===== src/rtl/barrel_operand_pkg.sv =====
package barrel_operand_pkg;
  localparam int unsigned DATA_W = 32;
  localparam int unsigned AMT_W  = $clog2(DATA_W);
  localparam int unsigned IDX_W  = 4;
  localparam int unsigned ENC_W  = 12;

  typedef enum logic [1:0] {
    SH_LSL = 2'd0,
    SH_LSR = 2'd1,
    SH_ASR = 2'd2,
    SH_ROR = 2'd3
  } shift_kind_e;

  typedef struct packed {
    logic [AMT_W-1:0] amt;
    shift_kind_e      kind;
    logic [IDX_W-1:0] idx;
  } op_field_t;
endpackage


===== src/rtl/shift_field_dec.sv =====
module shift_field_dec
  import barrel_operand_pkg::*;
(
  input  logic [AMT_W-1:0] amt_bits_i,
  input  logic [1:0]       kind_bits_i,
  input  logic [IDX_W-1:0] idx_bits_i,
  output op_field_t        field_o
);
  always_comb begin
    field_o.amt  = amt_bits_i;
    field_o.kind = shift_kind_e'(kind_bits_i);
    field_o.idx  = idx_bits_i;
  end
endmodule


===== src/rtl/shift_core.sv =====
module shift_core
  import barrel_operand_pkg::*;
#(
  parameter int unsigned W  = DATA_W,
  parameter int unsigned AW = $clog2(W)
) (
  input  logic [W-1:0]  op_i,
  input  logic          cin_i,
  input  logic [AW-1:0] amt_i,
  input  shift_kind_e   kind_i,
  output logic [W-1:0]  res_o,
  output logic          cout_o
);
  localparam int unsigned EW = AW + 1;

  logic          amt_zero;
  logic [EW-1:0] eff;      // count zero means full width for right shifts
  logic [AW-1:0] tap_rt;   // last bit shifted out to the right
  logic [AW-1:0] tap_lt;   // last bit shifted out to the left
  logic [EW-1:0] ror_back;
  logic [W-1:0]  ror_res;

  assign amt_zero = (amt_i == '0);
  assign eff      = amt_zero ? EW'(W) : {1'b0, amt_i};
  assign tap_rt   = AW'(int'(eff) - 1);
  assign tap_lt   = AW'(int'(W) - int'(amt_i));
  assign ror_back = EW'(int'(W) - int'(amt_i));
  assign ror_res  = (op_i >> amt_i) | (op_i << ror_back);

  always_comb begin
    res_o  = op_i;
    cout_o = cin_i;
    unique case (kind_i)
      SH_LSL: begin
        res_o  = op_i << amt_i;
        cout_o = amt_zero ? cin_i : op_i[tap_lt];
      end
      SH_LSR: begin
        res_o  = op_i >> eff;
        cout_o = op_i[tap_rt];
      end
      SH_ASR: begin
        res_o  = W'($signed(op_i) >>> eff);
        cout_o = op_i[tap_rt];
      end
      SH_ROR: begin
        if (amt_zero) begin
          res_o  = {cin_i, op_i[W-1:1]};
          cout_o = op_i[0];
        end else begin
          res_o  = ror_res;
          cout_o = ror_res[W-1];
        end
      end
      default: ;
    endcase
  end
endmodule


===== src/rtl/carry_sel.sv =====
module carry_sel (
  input  logic flag_en_i,
  input  logic shift_c_i,
  input  logic carry_i,
  output logic carry_o
);
  assign carry_o = flag_en_i ? shift_c_i : carry_i;
endmodule


===== src/rtl/barrel_operand.sv =====
module barrel_operand
  import barrel_operand_pkg::*;
(
  input  logic [DATA_W-1:0] operand_i,
  input  logic              carry_i,
  input  logic [ENC_W-1:0]  enc_i,
  input  logic              flag_en_i,
  output logic [DATA_W-1:0] result_o,
  output logic              carry_o,
  output logic [IDX_W-1:0]  src_idx_o
);
  op_field_t fld;
  logic      shift_c;
  logic      unused_enc_b4;

  assign unused_enc_b4 = enc_i[4];

  shift_field_dec u_dec (
    .amt_bits_i  (enc_i[11:7]),
    .kind_bits_i (enc_i[6:5]),
    .idx_bits_i  (enc_i[3:0]),
    .field_o     (fld)
  );

  shift_core #(.W(DATA_W), .AW(AMT_W)) u_core (
    .op_i   (operand_i),
    .cin_i  (carry_i),
    .amt_i  (fld.amt),
    .kind_i (fld.kind),
    .res_o  (result_o),
    .cout_o (shift_c)
  );

  carry_sel u_csel (
    .flag_en_i (flag_en_i),
    .shift_c_i (shift_c),
    .carry_i   (carry_i),
    .carry_o   (carry_o)
  );

  assign src_idx_o = fld.idx;
endmodule


===== config.mk =====
export PLATFORM = sky130hd
export DESIGN_NAME = barrel_operand
export DESIGN_NICKNAME = d
export VERILOG_FILES = /design/src/rtl/barrel_operand_pkg.sv /design/src/rtl/shift_field_dec.sv /design/src/rtl/shift_core.sv /design/src/rtl/carry_sel.sv /design/src/rtl/barrel_operand.sv
export SDC_FILE = /design/constraint.sdc
export NUM_CORES = 1
export LEC_CHECK = 0
export ABC_AREA = 1
export BUFFER_PORTS_ARGS = -buffer_cell sky130_fd_sc_hd__buf_2
export CORE_MARGIN = 3
export CORE_UTILIZATION = 30
export DETAILED_ROUTE_END_ITERATION = 8
export PLACE_DENSITY_LB_ADDON = 0.05
export SYNTH_ARGS = -nofsm -noshare
export SYNTH_HDL_FRONTEND = slang
export SYNTH_SLANG_ARGS = --single-unit

===== constraint.sdc =====
create_clock -name vclk -period 4
set_input_delay 0.2 -clock vclk [all_inputs]
set_output_delay 0.2 -clock vclk [all_outputs]
set_load 0.05 [all_outputs]

=== Yosys cells after proc, flatten, opt, wreduce, memory -nomap -nowiden ===
Index checks and enable logic that the tools add are counted.

* Bits in registers: 0
* Bits of input ports: 46
* Word-level logic and storage cells: 27

* Order comparisons: 2
* Eq/ne operators: 3
* $add $sub $neg: 2
* Shift operators: 5
* Reductions and logical operators: 3
* Bitwise logic cells: 1
* Multiplexer cells: 11

{| class="wikitable"
|+ Operator list
! cell !! count
|-
| $pmux 32 s4 || 1
|-
| $mux 32 || 1
|-
| $or 32x32->32 || 1
|-
| $shl 32x5->32 || 1
|-
| $shl 32x6->32 || 1
|-
| $shr 32x5->32 || 1
|-
| $shr 32x6->32 || 1
|-
| $sshr 32x6->32 || 1
|-
| $lt 5x6->1 const B || 2
|-
| $bmux 1 s5 || 2
|-
| $mux 6 || 1
|-
| $sub 6x5->6 const A || 1
|-
| $logic_not 5->1 || 1
|-
| $mux 1 || 5
|-
| $sub 5x1->5 const B || 1
|-
| $eq 2x2->1 const B || 2
|-
| $pmux 1 s3 || 1
|-
| $eq 2x1->1 const B || 1
|-
| $logic_not 2->1 || 1
|-
| $reduce_or 2->1 || 1
|}

=== Longest topological paths before layout ===
* Word-level depth: 7
* Mapped depth: 24
* Depth with buffers taken out: 20

=== Modules after synthesis ===
A second synthesis with hierarchy kept.

* Cell total of the unflattened synthesis: 1,829
* Area total of the unflattened synthesis: 8,209.1 sq um

{| class="wikitable"
|+ Modules (own cells, without submodules)
! module !! cells each !! times used !! seq. area each (sq um) !! area each (sq um)
|-
| shift_core || 1,814 || 1 || 0.0 || 8,111.5
|-
| shift_field_dec || 11 || 1 || 0.0 || 82.6
|-
| carry_sel || 4 || 1 || 0.0 || 15.0
|}

=== Worst setup path after synthesis ===
No wires, ideal clock.

* Kind: in2out
* From: in enc_i[8]
* To: out carry_o
* Stages: 24
* Required time: 3,800 ps
* Path buffers: 7
* Setup slack: -34 ps
* Arrival: 3,834 ps
* Cell sequence: buf_4 > inv_2 > buf_2 > buf_2 > ha_1 > nand2_1 > nor2_1 > ha_1 > buf_6 > inv_4 > nand2_2 > buf_4 > buf_2 > ha_1 > clkbuf_1 > inv_1 > nand3_1 > nand3_1 > nand3_1 > nand3_1 > nand3_1 > nand2_1 > nand2_1 > a21oi_1

* Cells in the longest elaborated chain, start to end: 7

{| class="wikitable"
|+ RTL lines
! what !! RTL line !! text
|-
| start, declared || barrel_operand.sv:6 || <nowiki>input logic [ENC_W-1:0] enc_i,</nowiki>
|-
| $logic_not 5->1 || shift_core.sv:23 || <nowiki>assign amt_zero = (amt_i == '0);</nowiki>
|-
| $mux 6 || shift_core.sv:24 || <nowiki>assign eff = amt_zero ? EW'(W) : {1'b0, amt_i};</nowiki>
|-
| $sub 5x1->5 || shift_core.sv:25 || <nowiki>assign tap_rt = AW'(int'(eff) - 1);</nowiki>
|-
| $bmux 1 s5 || shift_core.sv:40, shift_core.sv:44 ||
|-
| $mux 1 (implied by the code) || shift_core.sv:40, shift_core.sv:44 ||
|-
| $pmux 1 s3 * || shift_core.sv:33 || <nowiki>unique case (kind_i)</nowiki>
|-
| $mux 1 * || carry_sel.sv:7 || <nowiki>assign carry_o = flag_en_i ? shift_c_i : carry_i;</nowiki>
|-
| end, declared || barrel_operand.sv:9 || <nowiki>output logic carry_o,</nowiki>
|}

Mark *: on every way between the ends. The rest lies on a longest branch, timed or not. The select of a mux whose other input is x is not followed.

=== Final worst setup path ===
* From: in enc_i[8]
* To: out result_o[12]

* Cells in the longest elaborated chain, start to end: 5

{| class="wikitable"
|+ RTL lines
! what !! RTL line !! text
|-
| $sub 6x5->6 || - ||
|-
| $shl 32x6->32 || shift_core.sv:28 || <nowiki>assign ror_res = (op_i >> amt_i) | (op_i << ror_back);</nowiki>
|-
| $or 32x32->32 || shift_core.sv:28 ||
|-
| $mux 32 || shift_core.sv:47 || <nowiki>if (amt_zero) begin</nowiki>
|-
| $pmux 32 s4 * || shift_core.sv:33 ||
|-
| end, declared || barrel_operand.sv:8 || <nowiki>output logic [DATA_W-1:0] result_o,</nowiki>
|}

Mark *: on every way between the ends. The rest lies on a longest branch, timed or not.

==> results.ini <==
[grt]
grt_max_degree=67
grtUsageMet3_pct=4.55
grt_overflow_total=0
grt_pass1_vias=11552
grt_pass1_wl_mm=74.5
use_met1_pct=47.3
grt_util_all_layers_pct=33.4
antenna_found_initial=2
top_usage_layer=met2
met2_usage_pct=51.7

[place]
place.gp.congestion=1.02
port-buffer-count=74
dpl.hpwl_mm=39.7
placed_area_mm2=0.00874
preCtsSetupSlack_ps=299

[synthesis]
yosysWarnings=0
ys_seq_area_share_pct=0
ys_types=40
syn_nets=1864
netlist_instances=1811
synth_area_mm2=0.00826
avgSynthCellArea_um2=4.56

[timing]
max_slew_margin_pct=17.3
setup-violations-final=0
rsz0062_at_grt=false
finalHoldViolations=0
period_share_pct=92.9
slew_viol_final=0
max_freq_ghz=0.269
hold_slack_ps=400
layout_setup_ws_ps=283
max_slew.worst_pin.slew_ps=1230
setup-tns-final_ps=0
min_period_ps=3720

[power_and_ir_drop]
vdd_drop_max_mv=0.129
p_per_area_mw_per_mm2=196
p_leak_nw=4.65
total_power_mw=1.72

[cells_and_area]
antenna_cells=0
multi_input_area_mm2=0.00720
clockBufferCount=0
drive_above_1_share_pct=7.81
area_growth_syn_to_layout_pct=5.96
nNetsFinal=1848
num-fill-cells=3371
finish.instance_area_mm2=0.00875
seq_cells=0
seq_area_um2=0

[worst_setup_path]
critical_path_class=in2out
arrival_ps=3520
worstPathRequired_ps=3800
worst_setup_path_end_kind=primary output
cp_max_fo=18
start_kind=input port

[run_status]
status=completed

[floorplanning]
fp.dieW_um=172
rows=60
die_y_um=172
start_util_pct=30.6
dieArea_mm2=0.0295
ios=83
coreArea_mm2=0.0270

[detailed_routing]
finalWirelength_mm=50.8
vias_per_cell=6.00
drt-wirelength-per-cell_um=23.8
drt_iter0_markers=1807
vias=12814
route.detailed.drc=0
dr.pass1.iters=6
drtAntennaViolNets=0

[flow_run]
cap_violations=0

[clocking]
postCtsSetupBuffers=0

[worst_hold_path]
worstHoldPathType=in2out

[where the power goes]
group | internal (mW) | leakage [nW] | switching, mW | total, mW
Sequential | 0 | 0 | 0 | 0
Combinational | 0.436 | 4.65 | 1.28 | 1.72
Clock | 0 | 0 | 0 | 0
Total | 0.436 | 4.65 | 1.28 | 1.72
[final cells by class]
class              count  share of cell area [%]
multi-input cells   1567                    82.3
well taps            341                    4.88
repair buffers       117                    8.07
inverters            109                    4.79
[worst max-delay path, cell delays in order]
cell and delay, ps:
buf_2 100, inv_2 70, ha_1 260, nand2_1 100, nor2_1 60, ha_4 250
nor2_2 740, inv_1 560, nand2_1 180, inv_1 80, o21ai_0 90, nor2_1 60
o21ai_1 290, nand2_1 100, nand2_1 80, buf_2 260
[layout by cell type (no fill, tap or decap), drive strengths merged, types with 3 or more instances in the layout]
| cell type | n |
|---|---|
| a21oi | 64 |
| inv | 107 |
| buf | 117 |
| nor3 | 4 |
| o211ai | 26 |
| nand3 | 558 |
| nand4 | 13 |
| o22ai | 3 |
| and2 | 4 |
| nand2 | 684 |
| o221ai | 5 |
| xor2 | 3 |
| nor2 | 74 |
| ha | 7 |
| nand3b | 7 |
| o21ai | 102 |
[what timing repair did]
action	CTS	global route
hold buffers	0	0
resized for setup	0	1
endpoints found under the setup margin	0	3
[cell usage after synthesis (14+ instances only)]
| library cell | number | area [um^2] |
|---|---|---|
| inv_1 | 99 | 372 |
| a21oi_1 | 64 | 320 |
| buf_2 | 50 | 250 |
| nand2_1 | 681 | 2560 |
| o21ai_1 | 14 | 70.1 |
| o211ai_1 | 26 | 195 |
| nor2_1 | 68 | 255 |
| buf_1 | 14 | 52.6 |
| buf_4 | 18 | 135 |
| o21ai_0 | 88 | 440 |
| clkbuf_1 | 50 | 188 |
| nand3_1 | 558 | 2790 |
[per-stage QoR]
step	std cells	util [%]
floorplan	1811	-
global placement	2134	32.3
detailed placement	2134	32.3
CTS	2134	32.3
global route	2134	32.4
finish	2134	32.4
[per-layer routing]
layer	up-vias	wire length, um
met5	-	13
met1	5953	22200
met3	90	4840
met2	735	21500
met4	2	2230
li1	6034	-
[final timing paths]
check,start,endpoint,depth (start not counted)
worst max-delay path,enc_i[8],result_o[12],16
worst min-delay path,enc_i[0],src_idx_o[0],0
[cells by family (layout without fill, tap and decap cells)]
| kind of cell | Yosys count | in the layout | synth area share (%) |
|---|---|---|---|
| AO/OA/AOI/OAI | 207 | 207 | 13.8 |
| adder cells (fa/ha/maj) | 7 | 7 | 1.06 |
| multiplexers | 2 | 2 | 0.242 |
| buffers and inverters | 244 | 226 | 13.1 |
| XOR/XNOR | 5 | 5 | 0.712 |
| AND/OR/NAND/NOR | 1346 | 1346 | 71.1 |
Power figures use the tool's default switching activity.
